[config.mk]
export PLATFORM = sky130hd
export DESIGN_NAME = intvec_ctrl
export DESIGN_NICKNAME = d
export VERILOG_FILES = /design/src/rtl/intvec_ctrl.sv
export SDC_FILE = /design/constraint.sdc
export NUM_CORES = 1
export LEC_CHECK = 0
export BUFFER_PORTS_ARGS = -buffer_cell sky130_fd_sc_hd__buf_2
export CORE_UTILIZATION = 38
export DETAILED_ROUTE_END_ITERATION = 6
export PLACE_DENSITY = 0.79
export SLEW_MARGIN = 20
export SYNTH_ARGS = -nofsm -noshare
export SYNTH_HDL_FRONTEND = slang
export SYNTH_SLANG_ARGS = --single-unit
[constraint.sdc]
create_clock -name clk -period 1.55 [get_ports clk]
set_input_delay 0.31 -clock clk [delete_from_list [all_inputs] [get_ports clk]]
set_output_delay 0.31 -clock clk [all_outputs]
set_load 0.01 [all_outputs]
[src/rtl/intvec_ctrl.sv]
module intvec_ctrl #(
  parameter int LEVELS = 16,
  parameter int GRP_W  = 2,
  parameter int NMI_W  = 3,
  parameter int AW     = 16,
  parameter logic [AW-1:0] VEC_BASE   = 16'hFFE0,
  parameter logic [AW-1:0] PERIPH_END = 16'h01FF,
  parameter logic [AW-1:0] ERASED     = 16'hFFFF,
  localparam int MASK_LV = LEVELS - 2,
  localparam int MASK_FW = MASK_LV * GRP_W,
  localparam int EN_W    = MASK_FW + NMI_W,
  localparam int LW      = $clog2(LEVELS)
) (
  input  logic               clk,
  input  logic               rst_n,
  input  logic               rst_pin_req,
  input  logic               wdt_rst_req,
  input  logic               key_viol,
  input  logic               fetch_valid,
  input  logic [AW-1:0]      fetch_addr,
  input  logic [NMI_W-1:0]   nmi_flags,
  input  logic [MASK_FW-1:0] irq_flags,
  input  logic               en_we,
  input  logic [EN_W-1:0]    en_wdata,
  input  logic               gie_we,
  input  logic               gie_wdata,
  input  logic               insn_bound,
  input  logic               ack,
  input  logic [AW-1:0]      vec_data,
  output logic               vec_valid,
  output logic [LW-1:0]      vec_level,
  output logic [AW-1:0]      vec_addr,
  output logic [LEVELS-1:0]  ack_grp,
  output logic               halt
);
  localparam logic [LW-1:0] RST_LV = LW'(LEVELS - 1);
  localparam logic [LW-1:0] NMI_LV = LW'(LEVELS - 2);

  logic [EN_W-1:0]   en_q;
  logic              gie_q, pend_q, halt_q;
  logic [LW-1:0]     lvl_q, win;
  logic [LEVELS-1:0] lvl_req;
  logic              any_req;

  wire fetch_oor = fetch_valid && (fetch_addr <= PERIPH_END);
  wire rst_req   = rst_pin_req | wdt_rst_req | key_viol | fetch_oor;
  wire accept    = ack & pend_q;
  wire take      = insn_bound & ~pend_q & any_req;

  assign lvl_req[LEVELS-1] = 1'b0;
  assign lvl_req[LEVELS-2] = |(nmi_flags & en_q[MASK_FW +: NMI_W]);

  genvar g;
  generate
    for (g = 0; g < MASK_LV; g++) begin : g_mask
      assign lvl_req[g] = gie_q & (|(irq_flags[g*GRP_W +: GRP_W] & en_q[g*GRP_W +: GRP_W]));
    end
  endgenerate

  always_comb begin
    win = '0;
    for (int i = 0; i < LEVELS; i++)
      if (lvl_req[i]) win = LW'(i);
  end
  assign any_req = |lvl_req;

  always_ff @(posedge clk or negedge rst_n) begin
    if (!rst_n) begin
      en_q   <= '0;
      gie_q  <= 1'b0;
      halt_q <= 1'b0;
      pend_q <= 1'b1;
      lvl_q  <= RST_LV;
    end else if (rst_req) begin
      en_q   <= '0;
      gie_q  <= 1'b0;
      halt_q <= 1'b0;
      pend_q <= 1'b1;
      lvl_q  <= RST_LV;
    end else begin
      if (en_we)  en_q  <= en_wdata;
      if (gie_we) gie_q <= gie_wdata;
      if (accept) begin
        pend_q <= 1'b0;
        if (lvl_q == RST_LV) halt_q <= (vec_data == ERASED);
        else                 gie_q  <= 1'b0;
      end else if (take) begin
        pend_q <= 1'b1;
        lvl_q  <= win;
      end
    end
  end

  assign vec_valid = pend_q;
  assign vec_level = lvl_q;
  assign vec_addr  = VEC_BASE + AW'({lvl_q, 1'b0});
  assign ack_grp   = accept ? (LEVELS'(1) << lvl_q) : '0;
  assign halt      = halt_q;

  assert_addr_slot_R2: assert property (@(posedge clk) disable iff (!rst_n)
    vec_valid |-> (vec_addr[0] == 1'b0) && (vec_addr >= VEC_BASE));

  assert_reset_wins_R3: assert property (@(posedge clk) disable iff (!rst_n)
    (rst_pin_req | wdt_rst_req | key_viol) |=> vec_valid && (vec_level == RST_LV));

  assert_fetch_oor_R4: assert property (@(posedge clk) disable iff (!rst_n)
    (fetch_valid && fetch_addr <= PERIPH_END) |=> vec_valid && (vec_level == RST_LV) && !halt);

  assert_nmi_no_gie_R5: assert property (@(posedge clk) disable iff (!rst_n)
    (insn_bound && !vec_valid && !rst_req && |(nmi_flags & en_q[MASK_FW +: NMI_W]))
    |=> vec_valid && (vec_level == NMI_LV));

  assert_hold_R7: assert property (@(posedge clk) disable iff (!rst_n)
    (vec_valid && !ack && !rst_req) |=> vec_valid && $stable(vec_level));

  assert_ack_grp_R7: assert property (@(posedge clk) disable iff (!rst_n)
    (ack_grp != '0) |-> $onehot0(ack_grp) && vec_valid && ack_grp[vec_level]);

  assert_gie_clear_R8: assert property (@(posedge clk) disable iff (!rst_n)
    (ack && vec_valid && vec_level != RST_LV && !rst_req && !gie_we) |=> !gie_q);

  assert_reset_clear_R9: assert property (@(posedge clk) disable iff (!rst_n)
    rst_req |=> (en_q == '0) && !gie_q && !halt);

  assert_halt_R10: assert property (@(posedge clk) disable iff (!rst_n)
    (ack && vec_valid && vec_level == RST_LV && vec_data == ERASED && !rst_req) |=> halt);
endmodule

# Word level (Yosys, flattened, before mapping)
# Index checks and enable logic that the tools add are counted.
[word_totals] regBits=38 output_inout_bits=38 elab_cells=101 input_bits=105
[classes] bitwise_logic=36 mux=30 add_sub_neg=1 n_eq_ne=3 n_lt_le_gt_ge=1 reduce_logical=24 n_shift=1
[ops] cell="$mux 31" count=2
[ops] cell="$mux 4" count=14
[ops] cell="$and 2x2->2" count=14
[ops] cell="$reduce_or 2->1" count=14
[ops] cell="$and 1x1->1" count=17
[ops] cell="$reduce_or 17->1" count=1
[ops] cell="$eq 16x16->1 const B" count=1
[ops] cell="$le 16x9->1 const B" count=1
[ops] cell="$mux 16" count=1
[ops] cell="$shl 1x4->16 const A" count=1
[ops] cell="$mux 1" count=11
[ops] cell="$reduce_bool 2->1" count=4
[ops] cell="$add 6x6->7 const A" count=1
[ops] cell="$eq 4x4->1 const B" count=1
[ops] cell="$mux 2" count=2
[ops] cell="$reduce_and 2->1" count=2
[ops] cell="$and 3x3->3" count=1
[ops] cell="$or 1x1->1" count=3
[ops] cell="$reduce_bool 3->1" count=1
[ops] cell="$reduce_or 3->1" count=1
[ops] cell="$ne 2x2->1 const B" count=1
[ops] cell="$logic_and 1x1->1" count=1
[ops] cell="$not 1->1" count=1

# Logic depth before layout (Yosys ltp)
# Gate-level depths: netlist (run 1).
[depth] word_depth=20 depth_mapped=5 ltp_nobuf=5

# Least setup slack after synthesis (run 1)
# OpenSTA, ideal clock, no wires.
[synth_timing] path_type="reg-to-reg" startpoint="reg en_q[28]" endpoint="reg lvl_q[3] (netlist: vec_level[3])" required_time_ns=1.468 path_stages_with_launch=5 path_buffers=0 period_less_slack_ns=1.655 setup_ns=0.082 arrival_ns=1.574 path_slack_ns=-0.105 cell_sequence="dfrtp_1 > a222oi_1 > nand4_1 > or4b_1 > o31a_1"
[synth_between] elab_chain_len=6 word_cells_on_any_way=10 cone_classes="mux: 4; bitwise: 2; reduce/logical: 4"
[synth_lines] element="from (decl)" line_no="39" rtl="logic [EN_W-1:0] en_q;"
[synth_lines] element="from (signal assigned)" line_no="81" rtl="if (en_we) en_q <= en_wdata;"
[synth_lines] element="$and 3x3->3 *" line_no="51" rtl="assign lvl_req[LEVELS-2] = |(nmi_flags & en_q[MASK_FW +: NMI_W]);"
[synth_lines] element="$reduce_or 3->1" line_no="51"
[synth_lines] element="$mux 4" line_no="63" rtl="if (lvl_req[i]) win = LW'(i);"
[synth_lines] element="$mux 4" line_no="87" rtl="end else if (take) begin"
[synth_lines] element="$mux 4" line_no="83" rtl="if (accept) begin"
[synth_lines] element="$mux 4" line_no="74" rtl="end else if (rst_req) begin"
[synth_lines] element="to (signal assigned)" line_no="89" rtl="lvl_q <= win;"
[synth_lines] element="to (decl)" line_no="41" rtl="logic [LW-1:0] lvl_q, win;"
# Mark *: on every way between the ends. The rest lies on a longest branch, timed or not. The select of a mux whose other input is x is not followed.
# A chain may end at the register's enable or synchronous reset.

# Worst setup path in the final report (run 1)
[layout_timing] startpoint="reg pend_q (netlist: vec_valid)" endpoint="out ack_grp[0]"
[layout_between] elab_chain_len=2
[layout_lines] element="from (decl)" line_no="40" rtl="logic gie_q, pend_q, halt_q;"
[layout_lines] element="from (signal assigned)" line_no="72" rtl="pend_q <= 1'b1;"
[layout_lines] element="from (signal assigned)" line_no="78" rtl="pend_q <= 1'b1;"
[layout_lines] element="from (signal assigned)" line_no="84" rtl="pend_q <= 1'b0;"
[layout_lines] element="$and 1x1->1" line_no="47" rtl="wire accept = ack & pend_q;"
[layout_lines] element="$mux 16" line_no="97" rtl="assign ack_grp = accept ? (LEVELS'(1) << lvl_q) : '0;"
[layout_lines] element="to (decl)" line_no="33" rtl="output logic [LEVELS-1:0] ack_grp,"
# Every way passes these cells.

==> impl_metrics.ini, run 1 <==
[setup_path]
critPathMaxFanout = 4
regToRegEndpoint = vec_level[3]$_DFFE_PN1P_
worstPathRequired_ns = 1.24
worstReg2RegStart = en_q[28]$_DFFE_PN0P_
worst-r2r-cell-count = 5
timing.setup.critical_path_class = flop to primary output
crit_path_start_kind = flop
wp_data_arrival_ns = 1.52
r2r_setup_slack_ns = -0.27
worst_setup_path_end_kind = primary output

[place]
globalplace.congestion = 0.800
place.detailed.hpwl_mm = 4.47
preCtsSetupSlack_ns = -0.278
post-place-cells = 435
port-buffer-count = 121

[route]
total_drc_errors_in_the_routed_layout = 0
wl_met2_mm = 3.00
routed_via_count_divided_by_cell_count = 5.02
highest-signal-layer = met5
avgRoutedWirePerCell_um = 13.0
detail_route.iter0.violations = 114
num_vias = 2258
wl_met1_mm = 2.50
drtPass1Iterations = 4
drt_wl_total_mm = 5.86
detail-route-antenna-nets = 0
detailroute.wirelength.met3_um = 314

[synth]
synth-async-reset-ratio_pct = 100
commonest_register_cell_after_synthesis = dfrtp_1
mapped_cells = 227
synth.avg_cell_area_um2 = 9.57
ys_ff_latch = 38
synth_warnings = 0
synth_area_um2 = 2170
ys_seq_area_share_pct = 44.1
number_of_synthesized_flops_with_an_enable_pin = 0
netlist-cell-type-count = 35

[global_routing]
antenna_violations_before_repair = 1
grt_first_pass_wirelength_mm = 9.58
globalRoute.totalOverflow = 0
track_usage_pct = 20.0
grt_max_degree = 32
first_global_vias = 2158

[cells_and_area]
share_of_layout_cells_above_drive_strength_1_pct = 50.8
syn2layout_area_growth_pct = 51.8
n_antenna_cell = 0
multi_input_area_um2 = 1180
final_cells = 450
num-nets-final = 482
sequential_cell_area_um2 = 957
num-fill-cells = 487

[run]
drv_cap = 0

[floorplanning]
die_area_um2 = 6020
coreArea_um2 = 5510
die_height_um = 77.6
top_level_ports = 143
die-width_um = 77.6
placement_rows = 27
initial_utilization_pct = 39.4

[sta]
timing.slew.headroom_pct = 64.0
skew_ns = 0.00517
max_slew.worst_pin.slew_ns = 0.541
hold_viol_final = 15
setup_ws_ns = -0.275
worst_hold_slack_after_final_layout_ns = -0.00468
max_freq_mhz = 548
setup_repair_after_global_routing_missed_its_margin = yes
final.min_clock_period_ns = 1.83
final.period_utilization_pct = 118
finalSetupViolCount = 21
drv_slew = 0

[cts]
clock_tree.root_cell = clkbuf_8
clock_sinks = 38
ctsHtreeMaxLevel = 2
ctsLongestPathBuffers = 2
clock_latency_ns = 0.29
numCtsBuffers = 5
cts_tree = built
path_clk_slew_ns = 0.08

[outcome]
run_status = finished with violations
failed_checks = negative hold slack, negative setup slack

[hold_path]
worst_hold_path_type = input pin to async pin

[pwr]
power_leakage_nw = 1.71
pwr_density_cell_nw_per_um2 = 722
ir_worst_vdd_mv = 0.605
[layer usage]
layer	vias to the layer above	track usage [%]
met1	1075	23.9
met2	78	35.7
met4	2	4.72
met5	-	0
li1	1097	-
met3	6	5.06
[critical path, cell delays in order, from the launching register on]
cell     delay (ns)
dfstp_2        0.56
nand2_2        0.07
or3_4          0.36
nor3_2         0.10
buf_2          0.14
[registers in the layout (all words and copies together) (netlist names)]
signal and flops:
halt 1, gie_q 1, vec_valid 1, en_q 31, vec_level 4
[where the power goes]
part	total, W	internal [W]	switching [W]	leakage (nW)
clock network	0.00103	0.000686	0.000348	0.0714
logic	0.000328	0.000174	0.000154	1.13
registers	0.00102	0.00101	0.0000100	0.510
[synthesized netlist by cell type, drive strengths merged, types with 2 or more instances]
master | number | area [µm²]
nand2b | 3 | 18.8
clkbuf | 11 | 41.3
nor2 | 46 | 173
inv | 3 | 11.3
conb | 2 | 7.51
nand2 | 8 | 30.0
mux2i | 34 | 340
nand3 | 4 | 20.0
a22oi | 10 | 75.1
o21ai | 7 | 35.0
dfrtp | 33 | 826
a21o | 2 | 15.0
a222oi | 2 | 20.0
nor4 | 2 | 12.5
nand4 | 7 | 43.8
a41oi | 4 | 35.0
nor3 | 5 | 25.0
dfstp | 5 | 131
a22o | 6 | 52.6
a21oi | 2 | 10.0
buf | 16 | 120
o221ai | 2 | 17.5
[layout by cell type (no fill, tap or decap), types with 4 or more instances in the layout]
cell / instances
a22o_1: 6
a22oi_1: 7
a41oi_1: 4
buf_2: 121
buf_4: 36
clkbuf_8: 6
conb_1: 12
dfrtp_1: 33
dfstp_2: 5
mux2i_1: 34
nand2_1: 6
nand4_1: 7
nor2_1: 41
nor2_2: 4
o21ai_0: 5
[timing repair]
action / CTS / global route
endpoints found under the setup margin: 21 / 22
pin swaps: 14 / 3
setup buffers: 4 / 3
gates resized for setup: 16 / 9
hold buffers: 0 / 0
[stage by stage]
stage | hold WS [ns] | instance area (µm²) | setup TNS, ns | power (W) | util (%)
detailed placement | 0.329 | 3000 | -0.969 | 0.00135 | 54.5
floorplan | 0.0144 | 2210 | -0.105 | 0.00118 | -
finish | -0.00468 | 3300 | -4.47 | 0.00238 | 59.9
global placement | 0.328 | 3000 | -0.843 | 0.00134 | 54.5
CTS | 0.0106 | 3240 | -4.02 | 0.00240 | 58.8
global route | 0.0324 | 3300 | -6.27 | 0.00249 | 59.9
[cell families after synthesis]
group / Yosys count / synth area share, %
other cells: 2 / 0.346
simple gates: 80 / 16.7
compound gates: 43 / 15.3
buf+inv: 30 / 7.95
flops: 38 / 44.1
mux: 34 / 15.7
[layout make-up]
type	instances	area share, %
Inverter	3	0.342
Multi-Input combinational cell	169	35.7
Clock buffer	6	2.50
Tap cell	72	2.73
Timing Repair Buffer	160	27.9
Sequential cell	38	29.0
Clock inverter	2	1.82
[worst max path at each step]
stage	startpoint	endpoint	slack, ns	depth (start not counted)
5_1_grt	en_q[28]$_DFFE_PN0P_	vec_level[3]$_DFFE_PN1P_	-0.38	5
3_5_place_dp	irq_flags[16]	vec_level[3]$_DFFE_PN1P_	-0.28	6
2_1_floorplan	en_q[28]$_DFFE_PN0P_	vec_level[3]$_DFFE_PN1P_	-0.11	4
3_3_place_gp	nmi_flags[0]	vec_level[3]$_DFFE_PN1P_	-0.26	6
6_report	vec_valid$_DFFE_PN1P_	ack_grp[0]	-0.28	4
4_1_cts	vec_valid$_DFFE_PN1P_	ack_grp[10]	-0.26	4
No activity file was read; power rests on OpenSTA's default activity.
==> run 2: changes to the inputs <==
--- a/config.mk
+++ b/config.mk
@@ -9,6 +9,7 @@
 export CORE_UTILIZATION = 38
 export DETAILED_ROUTE_END_ITERATION = 6
 export PLACE_DENSITY = 0.79
+export RECOVER_POWER = 50
 export SLEW_MARGIN = 20
 export SYNTH_ARGS = -nofsm -noshare
 export SYNTH_HDL_FRONTEND = slang
==> run 2 against run 1 <==
Net effect: the run ends with negative setup slack left; sequential share of layout area grew 0.077 points; via count shrank 0.40%; die area is the same; non-clock buffer count is the same; combinational power is essentially flat; final area shrank 0.27%; wire length is essentially flat; total power shrank 0.13%; sequential power is essentially flat; clock power is essentially flat; largest cell class unchanged; largest power group unchanged; highest routed layer unchanged.
==> impl_metrics.ini, run 2 (synthesis results as in run 1) <==
[sta]
setup_ws_ns = -0.275
max_freq_mhz = 548
skew_ns = 0.00567
finalSetupViolCount = 21
final.min_clock_period_ns = 1.83
final.period_utilization_pct = 118
hold_viol_final = 0
max_slew.worst_pin.slew_ns = 1.29
timing.slew.headroom_pct = 13.7
setup_repair_after_global_routing_missed_its_margin = yes
drv_slew = 0

[setup_path]
critPathMaxFanout = 4
worstPathRequired_ns = 1.24
wp_data_arrival_ns = 1.52
worst_setup_path_end_kind = primary output
crit_path_start_kind = flop
timing.setup.critical_path_class = flop to primary output

[cells_and_area]
final_area_um2 = 3290
leading_cell_types_in_the_layout_fill_and_taps_excluded = buf_2 (120), nor2_1 (41), mux2i_1 (34), dfrtp_1 (33), buf_4 (33)
largest_register_ffs = 31
syn2layout_area_growth_pct = 51.4
n_antenna_cell = 0
share_of_layout_cells_above_drive_strength_1_pct = 50.5
num-nets-final = 482
register_containing_the_most_flip_flops_in_the_final_layout = en_q
mostFrequentLayoutCell = buf_2
utilization_pct = 59.7
final_cells = 450

[route]
detail-route-antenna-nets = 0
drtPass1Iterations = 4
drt_wl_total_mm = 5.85
avgRoutedWirePerCell_um = 13.0
routed_via_count_divided_by_cell_count = 5.00
num_vias = 2249
total_drc_errors_in_the_routed_layout = 0
detail_route.iter0.violations = 105

[floorplanning]
initial_utilization_pct = 39.4
top_level_ports = 143
die_height_um = 77.6
die_area_um2 = 6020
placement_rows = 27
coreArea_um2 = 5510
die-width_um = 77.6

[cts]
ctsLongestPathBuffers = 2
clock_latency_ns = 0.29
clock_tree.root_cell = clkbuf_8
numCtsBuffers = 5
cts_tree = built
clock_sinks = 38
path_clk_slew_ns = 0.07
ctsHtreeMaxLevel = 2

[global_routing]
globalRoute.totalOverflow = 0
grt_first_pass_wirelength_mm = 9.58
track_usage_pct = 20.0
grt_max_degree = 32
antenna_violations_before_repair = 1
first_global_vias = 2158

[pwr]
p_clk_share_pct = 43.5
ir_worst_vdd_mv = 0.605
netSwitchingPower_w = 0.000512
comb_power_share_pct = 13.7
internal_power_w = 0.00186
power_leakage_nw = 1.71
share_seq_of_total_power_pct = 42.8
pwr_density_cell_nw_per_um2 = 723
switching_share_pct = 21.5
report.power.total_w = 0.00238

[place]
globalplace.congestion = 0.800
place.detailed.hpwl_mm = 4.47
port-buffer-count = 121
dpl_cell_area_um2 = 3000
preCtsSetupSlack_ns = -0.278
post-place-cells = 435

[outcome]
run_status = finished with violations
failed_checks = negative setup slack

[run]
drv_cap = 0

[hold_path]
worst_hold_path_type = input pin to flop
## run 2: power groups by stage
stage,sequential (W),combinational (W),clock (W)
finish,0.00102,0.000325,0.00103
floorplan,0.00103,0.000145,0
global route,0.00102,0.000361,0.00110
CTS,0.00102,0.000328,0.00106
detailed placement,0.00104,0.000314,0
global placement,0.00103,0.000307,0
## run 2: cell type report
type | count | area, µm²
Multi-Input combinational cell | 169 | 1180
Timing Repair Buffer | 160 | 910
Clock inverter | 2 | 60.1
Inverter | 3 | 11.3
Sequential cell | 38 | 957
Tap cell | 72 | 90.1
Clock buffer | 6 | 82.6
Fill cell | 486 | 2220
## run 2: final timing paths
path                                        from                       end  slack, ns  cells past startpoint
max                        vec_valid$_DFFE_PN1P_                ack_grp[0]      -0.28                      4
min                                 en_wdata[11]      en_q[11]$_DFFE_PN0P_       0.26                      3
max reg2reg                 en_q[28]$_DFFE_PN0P_  vec_level[3]$_DFFE_PN1P_      -0.27                      5
min reg2reg                  en_q[5]$_DFFE_PN0P_       en_q[5]$_DFFE_PN0P_       0.53                      2
max in group asynchronous                  rst_n      en_q[20]$_DFFE_PN0P_       0.40                      2
min in group asynchronous                  rst_n       en_q[7]$_DFFE_PN0P_       0.28                      1
## run 2: stage by stage
stage | TNS, ns | hold slack [ns]
after floorplan | -0.105 | 0.0144
after global placement | -0.843 | 0.328
after detailed placement | -0.969 | 0.329
after CTS | -4.02 | 0.0106
after global routing | -6.27 | 0.262
final | -4.47 | 0.262
## run 2: worst max-delay path: stages, from the launching register on
cell     delay (ns)
dfstp_2        0.56
nand2_2        0.07
or3_4          0.36
nor3_2         0.10
buf_2          0.14
## run 2: per-layer routing
metal	vias to the layer above	GRT usage, %	share of wire, %
li1	1096	-	-
met1	1070	23.9	43
met2	75	35.7	51
met3	6	5.06	5.3
met4	2	4.72	0.56
met5	-	0	0.27
## run 2: repair_timing
action                                 CTS  global route
endpoints found under the hold margin    0             0
buffers inserted                         4             3
gates resized for setup                 16             9
pin swaps                               14             3
gates cloned                             0             0
setup endpoints to repair               21            22
hold buffers                             0             0
